==> config.mk <==
export PLATFORM = sky130hd
export DESIGN_NAME = mclk_sel_div
export DESIGN_NICKNAME = d
export VERILOG_FILES = /design/src/rtl/mclk_sel_pkg.sv /design/src/rtl/mclk_act_det.sv /design/src/rtl/mclk_frame_div.sv /design/src/rtl/mclk_sel_div.sv
export SDC_FILE = /design/constraint.sdc
export NUM_CORES = 1
export LEC_CHECK = 0
export ABC_CLOCK_PERIOD_IN_PS = 1600
export BUFFER_PORTS_ARGS = -buffer_cell sky130_fd_sc_hd__buf_2
export CORE_UTILIZATION = 53
export CTS_BUF_LIST = sky130_fd_sc_hd__clkbuf_16
export CTS_CLUSTER_DIAMETER = 30
export DETAILED_ROUTE_END_ITERATION = 10
export GPL_ROUTABILITY_DRIVEN = 0
export PLACE_DENSITY = 0.83
export SKIP_LAST_GASP = 1
export SYNTH_ARGS = -nofsm -noshare
export SYNTH_HDL_FRONTEND = slang
export SYNTH_SLANG_ARGS = --single-unit
==> constraint.sdc <==
create_clock -name clk -period 1.6 [get_ports clk]
set_input_delay 0.32 -clock clk [delete_from_list [all_inputs] [get_ports clk]]
set_output_delay 0.32 -clock clk [all_outputs]
set_load 0.02 [all_outputs]
==> src/rtl/mclk_sel_pkg.sv <==
package mclk_sel_pkg;

    localparam int DIV_NARROW = 192;
    localparam int DIV_WIDE   = 256;
    localparam int FRAME_LONG = 193;
    localparam int CNT_W      = $clog2(DIV_WIDE);

    typedef enum logic [1:0] {
        DIV_1536 = 2'd0,
        DIV_1544 = 2'd1,
        DIV_2048 = 2'd2
    } div_mode_e;

    typedef struct packed {
        logic valid;
        logic active;
        logic level;
    } pin_stat_t;

    function automatic div_mode_e pick_mode(input logic wide, input pin_stat_t st);
        logic static_low;
        static_low = st.valid && !st.active && !st.level;
        if (wide)
            return static_low ? DIV_1536 : DIV_2048;
        else
            return static_low ? DIV_1544 : DIV_1536;
    endfunction

    function automatic logic [CNT_W-1:0] last_count(input div_mode_e m);
        return (m == DIV_2048) ? CNT_W'(DIV_WIDE - 1) : CNT_W'(DIV_NARROW - 1);
    endfunction

endpackage

==> src/rtl/mclk_act_det.sv <==
module mclk_act_det
    import mclk_sel_pkg::*;
#(
    parameter int WIN = 16
) (
    input  logic      clk,
    input  logic      rst,
    input  logic      sample_en,
    input  logic      pin,
    output pin_stat_t stat
);
    localparam int TW = $clog2(WIN + 1);

    logic          prev;
    logic          primed;
    logic [TW-1:0] timer;

    always_ff @(posedge clk) begin
        if (rst) begin
            prev   <= 1'b0;
            primed <= 1'b0;
            timer  <= '0;
            stat   <= '0;
        end else if (sample_en) begin
            prev   <= pin;
            primed <= 1'b1;
            if (!primed) begin
                timer <= '0;
            end else if (pin != prev) begin
                stat.active <= 1'b1;
                stat.valid  <= 1'b1;
                timer       <= '0;
            end else if (timer == TW'(WIN - 1)) begin
                stat.active <= 1'b0;
                stat.valid  <= 1'b1;
                stat.level  <= pin;
                timer       <= '0;
            end else begin
                timer <= timer + 1'b1;
            end
        end
    end

    AST_EDGE_MARKS_ACTIVE: assert property (@(posedge clk) disable iff (rst)
        (sample_en && primed && pin != prev) |=> stat.active) else $error("edge lost");

    AST_HOLD_BETWEEN_SAMPLES: assert property (@(posedge clk) disable iff (rst)
        !sample_en |=> $stable(stat)) else $error("state moved without sample");

    AST_TIMER_RANGE: assert property (@(posedge clk) disable iff (rst)
        timer < TW'(WIN)) else $error("timer overrun");

endmodule

==> src/rtl/mclk_frame_div.sv <==
module mclk_frame_div
    import mclk_sel_pkg::*;
#(
    parameter int SKIP_POS = FRAME_LONG - 1
) (
    input  logic      clk,
    input  logic      rst,
    input  logic      tick_en,
    input  logic      fsync,
    input  div_mode_e mode,
    output logic      tick
);
    localparam int PW = $clog2(FRAME_LONG);

    logic [CNT_W-1:0] cnt, cnt_eff, lim;
    logic [PW-1:0]    pos, pos_eff;
    logic             skip;

    always_comb begin
        pos_eff = fsync ? '0 : pos;
        cnt_eff = fsync ? '0 : cnt;
        lim     = last_count(mode);
        skip    = (mode == DIV_1544) && (pos_eff == PW'(SKIP_POS));
        tick    = tick_en && !skip && (cnt_eff >= lim);
    end

    always_ff @(posedge clk) begin
        if (rst) begin
            cnt <= '0;
            pos <= '0;
        end else if (tick_en) begin
            pos <= (pos_eff == PW'(FRAME_LONG - 1)) ? '0 : pos_eff + 1'b1;
            if (skip)
                cnt <= cnt_eff;
            else
                cnt <= (cnt_eff >= lim) ? '0 : cnt_eff + 1'b1;
        end else begin
            pos <= pos_eff;
            cnt <= cnt_eff;
        end
    end

    AST_TICK_NEEDS_PULSE: assert property (@(posedge clk) disable iff (rst)
        tick |-> tick_en) else $error("strobe without pulse");

    AST_TICK_WRAPS: assert property (@(posedge clk) disable iff (rst)
        tick |=> cnt == '0) else $error("count not wrapped");

    AST_POS_RANGE: assert property (@(posedge clk) disable iff (rst)
        pos < PW'(FRAME_LONG)) else $error("drop position overrun");

    AST_FSYNC_RESTART: assert property (@(posedge clk) disable iff (rst)
        fsync |=> cnt <= CNT_W'(1)) else $error("frame sync ignored");

endmodule

==> src/rtl/mclk_sel_div.sv <==
module mclk_sel_div
    import mclk_sel_pkg::*;
#(
    parameter bit FAMILY_WIDE = 1'b0,
    parameter int ACT_WIN     = 16,
    parameter int SKIP_POS    = FRAME_LONG - 1
) (
    input  logic       clk,
    input  logic       rst,
    input  logic       mclk_tx_en,
    input  logic       rx_mclk_pin,
    input  logic       sel_pin,
    input  logic       fsx_pulse,
    output logic [1:0] div_mode,
    output logic       rx_mclk_own,
    output logic       rx_bclk_own,
    output logic       frame_tick
);
    pin_stat_t sel_stat;
    pin_stat_t rx_stat;
    div_mode_e mode;
    logic      unused_rx_level;

    mclk_act_det #(.WIN(ACT_WIN)) u_sel_det (
        .clk       (clk),
        .rst       (rst),
        .sample_en (mclk_tx_en),
        .pin       (sel_pin),
        .stat      (sel_stat)
    );

    mclk_act_det #(.WIN(ACT_WIN)) u_rx_det (
        .clk       (clk),
        .rst       (rst),
        .sample_en (mclk_tx_en),
        .pin       (rx_mclk_pin),
        .stat      (rx_stat)
    );

    always_comb begin
        mode            = pick_mode(FAMILY_WIDE, sel_stat);
        div_mode        = mode;
        rx_bclk_own     = sel_stat.valid && sel_stat.active;
        rx_mclk_own     = rx_stat.valid && rx_stat.active;
        unused_rx_level = rx_stat.level;
    end

    mclk_frame_div #(.SKIP_POS(SKIP_POS)) u_div (
        .clk     (clk),
        .rst     (rst),
        .tick_en (mclk_tx_en),
        .fsync   (fsx_pulse),
        .mode    (mode),
        .tick    (frame_tick)
    );

    AST_CLOCKED_NOT_1544: assert property (@(posedge clk) disable iff (rst)
        rx_bclk_own |-> div_mode != 2'd1) else $error("clocked pin gave 1544");

    AST_MODE_LEGAL: assert property (@(posedge clk) disable iff (rst)
        div_mode != 2'd3) else $error("illegal mode");

endmodule

# Word level (Yosys, flattened, before mapping)
# Index checks and enable logic that the tools add are counted.
[word_totals]
wordCells = 62
in_bits = 6
reg_bits = 35
[classes]
eq_ne = 7
bitwise = 2
reduce_logical = 16
n_mux = 19
magnitude_cmp = 1
addsub = 4
[ops]
columns = ["operator", "count"]
rows = [
  ["two-way mux 8 bit", 7],
  ["two-way mux 5 bit", 6],
  ["adder 8 x 1 -> 8 bit, second input constant", 2],
  ["adder 5 x 1 -> 5 bit, second input constant", 2],
  ["== test 5 x 4 -> 1 bit, second input constant", 2],
  ["== test 8 bit, second input constant", 1],
  ["greater-or-equal comparator 8 bit", 1],
  ["AND reduction 4 bit", 2],
  ["logical AND 1 bit", 7],
  ["two-way mux 7 bit", 1],
  ["two-way mux 3 bit", 2],
  ["AND reduction 3 bit", 2],
  ["two-way mux 2 bit", 2],
  ["nonzero test 2 bit", 2],
  ["logical NOT 1 bit", 3],
  ["== test 1 x 2 -> 1 bit, second input constant", 1],
  ["!= test 1 bit", 2],
  ["NOT 1 bit", 2],
  ["== test 1 bit, second input constant", 1],
  ["two-way mux 1 bit", 1],
]

# Longest topological paths before layout
# Gate-level depths: netlist of the first run.
[logic_depth]
ltp_word = 10
ltp_mapped = 6
depth_no_buf = 5

# By module
# From an unflattened synthesis of the first run, not the netlist that was laid out.
[hier_totals]
hier_cells = 243
hier_area_um2 = 2054.5
[modules_own_cells]
columns = ["module", "area_each_um2", "cells_each", "seq_area_each_um2", "n_inst"]
rows = [
  ["mclk_frame_div", 1054.8, 126, 320.3, 1],
  ["mclk_act_det", 481.7, 56, 200.2, 2],
  ["mclk_sel_div", 36.3, 5, 0.0, 1],
]

# Worst setup path before layout of the first run
# Ideal clock, no wire load.
[synth_path]
path_kind = "reg2reg"
startpoint = "register u_sel_det.stat[1] (netlist name)"
endpoint = "register u_div.cnt[3]"
arrival_time_ns = 1.495
required_time_ns = 1.484
setup_time_ns = 0.116
path_stages_with_launch = 5
period_less_slack_ns = 1.611
path_slack_ns = -0.011
path_cell_list = "dfxtp_1 > nor3b_2 > a41oi_1 > and2_1 > a41o_1"
[synth_via]
elab_chain_cells = 10
[synth_lines]
columns = ["item", "line", "rtl"]
rows = [
  ["from (decl)", "mclk_act_det.sv:10", "output pin_stat_t stat"],
  ["logical NOT 1 bit *", "mclk_sel_pkg.sv:22", "static_low = st.valid && !st.active && !st.level;"],
  ["logical AND 1 bit * (2 in a row)", "mclk_sel_pkg.sv:22", ""],
  ["two-way mux 1 bit *", "mclk_sel_pkg.sv:26", "return static_low ? DIV_1544 : DIV_1536;"],
  ["via div_mode[0]", "mclk_sel_div.sv:14", "output logic [1:0] div_mode,"],
  ["== test 1 x 2 -> 1 bit", "mclk_sel_pkg.sv:30", "return (m == DIV_2048) ? CNT_W'(DIV_WIDE - 1) : CNT_W'(DIV_NARROW - 1);"],
  ["two-way mux 7 bit", "mclk_sel_pkg.sv:30", ""],
  ["greater-or-equal comparator 8 bit", "mclk_frame_div.sv:36", "cnt <= (cnt_eff >= lim) ? '0 : cnt_eff + 1'b1;"],
  ["two-way mux 8 bit", "mclk_frame_div.sv:36", ""],
  ["two-way mux 8 bit *", "mclk_frame_div.sv:33", "if (skip)"],
  ["two-way mux 8 bit *", "mclk_frame_div.sv:31", "end else if (tick_en) begin"],
  ["to (signal assigned)", "mclk_frame_div.sv:34", "cnt <= cnt_eff;"],
  ["to (signal assigned)", "mclk_frame_div.sv:36", ""],
  ["to (signal assigned)", "mclk_frame_div.sv:39", "cnt <= cnt_eff;"],
  ["to (decl)", "mclk_frame_div.sv:15", "logic [CNT_W-1:0] cnt, cnt_eff, lim;"],
]
# Mark *: on every way through the listed nets, which the timed path passes. The rest lies on a longest branch.
# A chain may end at the register's enable or synchronous reset.

# Worst setup path in the final report of the first run
[layout_path]
startpoint = "register u_div.cnt[4]"
endpoint = "output port frame_tick"
[layout_via]
elab_chain_cells = 3
[layout_lines]
columns = ["item", "line", "rtl"]
rows = [
  ["two-way mux 8 bit", "mclk_frame_div.sv:21", "cnt_eff = fsync ? '0 : cnt;"],
  ["greater-or-equal comparator 8 bit", "mclk_frame_div.sv:24", "tick = tick_en && !skip && (cnt_eff >= lim);"],
  ["logical AND 1 bit", "mclk_frame_div.sv:24", ""],
  ["to (decl)", "mclk_sel_div.sv:17", "output logic frame_tick"],
]
# No other way between the ends.

==> results of run 1 <==
## power by group
group | internal (W) | leakage (nW) | switching [W]
logic | 0.0000718 | 0.465 | 0.0000943
registers | 0.000865 | 0.279 | 0.0000121
clock network | 0.000561 | 0.0724 | 0.000342
## synth_stat cells (2+ instances only)
cell	instances
nand4_1	5
nor4b_1	2
ha_1	2
and2_1	5
a41o_1	2
nor2b_1	3
inv_1	6
a41oi_1	3
clkbuf_1	8
a31oi_1	3
a22oi_1	2
a21oi_1	12
nand2b_1	2
a32o_1	2
xnor2_1	2
nand2_1	12
xor2_1	7
nand3_1	12
o21ai_0	5
nor3_1	5
dfxtp_1	34
o2111ai_1	2
nand4b_1	2
and3b_1	2
nor2_1	24
mux2i_1	4
and3_1	3
a311oi_1	2
a21o_1	2
nand3b_1	2
## registers in the layout, summed over array words and instances, names as in the netlist, 2 cells and up
signal / flops
u_div.cnt: 8
u_div.pos: 8
u_rx_det.stat: 2
u_rx_det.timer: 5
u_sel_det.stat: 3
u_sel_det.timer: 5
## timing repair
item                       CTS  global route
buffers inserted             3             1
pin swaps                    4             4
gates cloned                 0             0
gates resized for setup      7             7
setup endpoints to repair    1             7
## worst paths after layout
kind,cells after the start,slack (ns),from,endpoint
worst max-delay path,4,-0.06,u_div.cnt[4],frame_tick
worst min-delay path,3,0.30,rx_mclk_pin,u_rx_det.prev
worst max register to register,5,0.02,u_div.pos[5],u_div.cnt[7]
worst min register to register,2,0.45,u_rx_det.stat[2],u_rx_det.stat[2]
## metrics by stage
stage | TNS [ns] | total power, W | hold WS [ns] | setup slack (ns) | util [%]
floorplan | 0 | 0.0009926 | 0.4209 | 0.09014 | -
global placement | 0 | 0.001048 | 0.4308 | 0.02728 | 62.44
detailed placement | -0.02882 | 0.001052 | 0.4385 | -0.01549 | 62.44
CTS | -0.04986 | 0.001965 | 0.3017 | -0.04986 | 68.51
global route | -0.3894 | 0.002009 | 0.3179 | -0.09595 | 69.38
finish | -0.06164 | 0.001947 | 0.3028 | -0.06164 | 69.38
## area by class of cell
class | instances | area [um2]
sequential | 34 | 688.2
multi-input combinational | 146 | 969.7
clock inverter | 3 | 12.51
clock buffer | 5 | 125.1
inverter | 6 | 22.52
timing repair buffer | 33 | 227.7
tap | 44 | 55.05
fill | 233 | 927.1
## kinds of logic (layout without fill, tap and decap cells)
| family | after synthesis | after routing |
|---|---|---|
| AO/OA/AOI/OAI | 42 | 42 |
| flip-flops | 34 | 34 |
| multiplexers | 5 | 5 |
| XOR/XNOR | 9 | 9 |
| buffers and inverters | 16 | 47 |
| other | 1 | 1 |
| adder cells (fa/ha/maj) | 2 | 2 |
| AND/OR/NAND/NOR | 87 | 87 |
## routing by layer
layer	track usage, %	vias up	share of wire, %
met4	15.31	0	3.4
met5	0	-	0
met2	38.26	41	47
met3	6.696	14	4.6
met1	28.07	716	45
li1	-	778	-
## layout by cell type, fill, tap and decap left out, types with 2 or more instances in the layout
| cell | count |
|---|---|
| a21o_1 | 2 |
| a21oi_1 | 12 |
| a22oi_1 | 2 |
| a311oi_1 | 2 |
| a31oi_1 | 3 |
| a32o_1 | 2 |
| a41o_1 | 2 |
| a41oi_1 | 2 |
| and2_1 | 5 |
| and3_1 | 2 |
| and3b_2 | 2 |
| buf_2 | 8 |
| buf_4 | 25 |
| clkbuf_16 | 5 |
| dfxtp_1 | 28 |
| dfxtp_2 | 6 |
| ha_1 | 2 |
| inv_1 | 7 |
| mux2i_1 | 4 |
| nand2_1 | 12 |
| nand2b_1 | 2 |
| nand3_1 | 12 |
| nand3b_1 | 2 |
| nand4_1 | 5 |
| nand4b_1 | 2 |
| nor2_1 | 24 |
| nor2b_1 | 3 |
| nor3_1 | 5 |
| nor4b_1 | 2 |
| o2111ai_1 | 2 |
| o21ai_0 | 5 |
| xnor2_1 | 2 |
| xor2_1 | 7 |
## worst min-delay path, delay by kind of cell
kind | cells | cell delay [ns]
mux | 1 | 0.06
simple gates | 1 | 0.07
buf+inv | 1 | 0.09
==> results_dict.tcl, run 1 <==
set metrics [dict create \
    status "finished, violations left" \
    failed_checks "negative setup slack" \
    floorplan.initialDensity_pct 55.37 \
    cts_buffer_depth 2 \
    die_x_um 58.25 \
    htree_levels 2 \
    fp.dieH_um 58.25 \
    finalSetupViolations 1 \
    first_pass_iters 4 \
    synth-seq-area-share_pct 40.60 \
    syn2layout_area_growth_pct 25.30 \
    core_area_um2 3028 \
    fmax_mhz 601.8 \
    slew_viol_final 0 \
    diodes 0 \
    synthMuxAreaShare_pct 3.060 \
    grt_setup_unrepaired "yes" \
    cts_tree "done" \
    globalRouteOverflowTotal 0 \
    synth_area_leaders "dfxtp_1 (41%), nor2_1 (5.4%), xor2_1 (3.7%)" \
    clockRootBuffer "clkbuf_16" \
    synthSimpleGateAreaFrac_pct 28.51 \
    drive_above_1_share_pct 23.79 \
    arrival_ns 1.34 \
    cts_buffers 5 \
    via_count 1549 \
    start_kind "flop" \
    min_period_over_period_pct 103.9 \
    hpwl_mm 2.438 \
    cts_sinks 34 \
    powerDensity_nw_per_um2 926.7 \
    cp_top_family "flip-flops" \
    clk_latency_ns 0.28 \
    path_class "flop to primary output" \
    finClkSkew_ns 0.007160 \
    synthCells 196 \
    synth-compound-area-share_pct 17.54 \
    finalWirelength_mm 3.665 \
    maxCapViolCount 0 \
    antenna_found_initial 0 \
    cts-hold-fix-buffers 0 \
    ant_nets 0 \
    grt_max_degree 21 \
    grt_pass1_vias 1358 \
    ir_worst_vdd_v 0.0005596 \
    async_flop_share_pct 0 \
    final_nets 234 \
    fin_crit_ns 1.662 \
    stdcell_area_um2 2101 \
    required_ns 1.28 \
    drc 0 \
    grt_pass1_wl_mm 5.989 \
    p_leak_nw 0.8157 \
    finalNonFillerCells 271 \
    yosysWarnings 0 \
    synth_edf_count 0 \
    synth_adder_area_share_pct 1.493 \
    wl_per_cell_um 13.52 \
    path_cells "and3b_2, a41oi_4, nor2_1, buf_4" \
    die_area_um2 3392 \
    path_max_fanout 3 \
    crit_path_max_incr_delay_ns 0.33 \
    synth_seq_cells 34 \
    yosysTopAreaCell "dfxtp_1" \
    holdCritPathClass "input port to flop" \
    rows 20 \
    dpl-instance-area_um2 1891 \
    io_pins 11 \
    hold_violations 0 \
    drt_iter0_drc 120 \
    io_buffer_count 9 \
    synth_top_family_by_area "simple AND/OR/NAND/NOR gates" \
    setup_slack_ns -0.06164 \
    synth_flop_cell "dfxtp_1" \
    endpoint_kind "primary output" \
    path_buf_inv 1 \
    yosysTopAreaCellShare_pct 40.60 \
    grt_util_all_layers_pct 23.90 \
    dp_cells 259 \
    yosysUniqueCellTypes 49 \
    syn_avg_cell_area_um2 8.554 \
    slowest_stage "dfxtp_1" \
    via_per_inst 5.716 \
    synth_area_um2 1677 \
    synth_xor_area_share_pct 4.701 \
    clk_pin_slew_ns 0.05 \
    syn-num-nets 204 \
]
No activity file was read; power rests on OpenSTA's default activity.
==> run 2, diff against run 1 <==
Settings changed: ABC_CLOCK_PERIOD_IN_PS 1600 to 1740, CORE_UTILIZATION 53 to 55, PLACE_DENSITY 0.83 to 0.82.
Clock period 1.6 ns to 1.74 ns, I/O delays scaled along.
==> results_dict.tcl, run 2 (same netlist as run 1, synthesis figures left out) <==
set metrics [dict create \
    status "finished, violations left" \
    failed_checks "design-rule violations, negative setup slack" \
    mostFrequentLayoutCell "dfxtp_1" \
    grt_pass1_vias 1440 \
    slowest_stage "and4bb_4" \
    path_cells "and4bb_4, a41o_1, nor2_1, buf_4" \
    io_pins 11 \
    hpwl_mm 2.484 \
    path_class "flop to primary output" \
    setup_slack_ns -0.002247 \
    grt_util_all_layers_pct 25.19 \
    ir_worst_vdd_v 0.0006647 \
    wl_per_cell_um 15.33 \
    antenna_found_initial 0 \
    final.setup.tns_ns -0.002247 \
    cts_sinks 34 \
    arrival_ns 1.39 \
    ant_nets 0 \
    drc 2 \
    cts_buffers 5 \
    grt_pass1_wl_mm 6.306 \
    start_kind "flop" \
    fmax_mhz 574.0 \
    r2r-end "u_div.cnt[1]" \
    first_pass_iters 7 \
    hold_ws_ns 0.3452 \
    maxCapViolCount 0 \
    path_max_fanout 4 \
    clk_latency_ns 0.28 \
    required_ns 1.39 \
    cts_buffer_depth 2 \
    pre_cts_ws_ns 0.04964 \
    cts_tree "done" \
    grt_setup_unrepaired "yes" \
    reg.largest.list "u_div.cnt (8), u_div.pos (8)" \
    clockRootBuffer "clkbuf_16" \
    via_count 1560 \
    die_area_um2 3273 \
    reg2reg_slack_ns 0.09 \
    setup.worst_path.end "frame_tick" \
    htree_levels 2 \
    p_leak_nw 0.7824 \
    crit_path_max_incr_delay_ns 0.36 \
    syn2layout_area_growth_pct 21.34 \
    fin_util_pct 71.92 \
    hold_violations 0 \
    fp.dieH_um 57.21 \
    core_area_um2 2829 \
    fin_crit_ns 1.742 \
    powerDensity_nw_per_um2 884.4 \
    cts-hold-fix-buffers 0 \
    startpoint "u_div.pos[5]" \
    grt_max_degree 25 \
    rr_worst_depth 5 \
    diodes 0 \
    power.total_w 0.001799 \
    clk_pin_slew_ns 0.05 \
    layout_common_cells "dfxtp_1 (27), nor2_1 (23), buf_4 (19)" \
    hold_depth 3 \
    via_per_inst 6.190 \
    final_nets 228 \
    drt_iter0_drc 99 \
    rows 19 \
    drive_above_1_share_pct 22.62 \
    slew_viol_final 0 \
    reg2reg_from "u_div.pos[5]" \
    globalRouteOverflowTotal 0 \
    finalWirelength_mm 3.864 \
    io_buffer_count 9 \
    min_period_over_period_pct 100.1 \
    floorplan.initialDensity_pct 59.27 \
    endpoint_kind "primary output" \
    finClkSkew_ns 0.003914 \
    die_x_um 57.21 \
    finalSetupViolations 1 \
    holdCritPathClass "input port to flop" \
]
run 2: layer usage:
layer | wire [um] | GRT usage, %
met3 | 191 | 5.896
met1 | 1616 | 30.66
met5 | 0 | 0
met4 | 85 | 14.63
met2 | 1971 | 40.84
run 2: critical path, delay by kind of cell, from the launching register on:
| family | cells | cell delay [ns] |
|---|---|---|
| simple gates | 2 | 0.42 |
| flops | 1 | 0.33 |
| compound gates | 1 | 0.20 |
| buf+inv | 1 | 0.16 |
run 2: how the worst min path moves through the flow:
| stage | from | to | slack, ns |
|---|---|---|---|
| 3_5_place_dp | u_sel_det.timer[4] | u_sel_det.timer[4] | 0.44 |
| 2_1_floorplan | u_rx_det.stat[2] | u_rx_det.stat[2] | 0.42 |
| 4_1_cts | sel_pin | u_sel_det.prev | 0.35 |
| 6_report | rx_mclk_pin | u_rx_det.prev | 0.35 |
| 3_3_place_gp | u_rx_det.stat[2] | u_rx_det.stat[2] | 0.43 |
| 5_1_grt | rx_mclk_pin | u_rx_det.prev | 0.38 |
run 2: power breakdown:
group          switching, W  total (W)  internal, W
clock              0.000321   0.000842     0.000521
combinational     0.0000824   0.000144    0.0000615
sequential        0.0000176   0.000813     0.000796
run 2: cell type report:
cell class,count,area (um2)
Fill cell,201,794.5
Sequential cell,34,689.4
Multi-Input combinational cell,146,959.7
Inverter,6,22.52
Tap cell,31,38.79
Clock buffer,5,125.1
Timing Repair Buffer,27,182.7
Clock inverter,3,16.27
run 2: through the flow:
| step | instance area (um2) | cells |
|---|---|---|
| finish | 2034 | 252 |
| CTS | 1961 | 244 |
| floorplan | 1677 | 196 |
| detailed placement | 1785 | 235 |
| global placement | 1785 | 235 |
| global route | 2034 | 252 |
run 2: timing repair:
| item | CTS | global route |
|---|---|---|
| pin swaps | 0 | 3 |
| resized for setup | 7 | 8 |
| endpoints found under the setup margin | 1 | 1 |
| setup buffers | 1 | 8 |
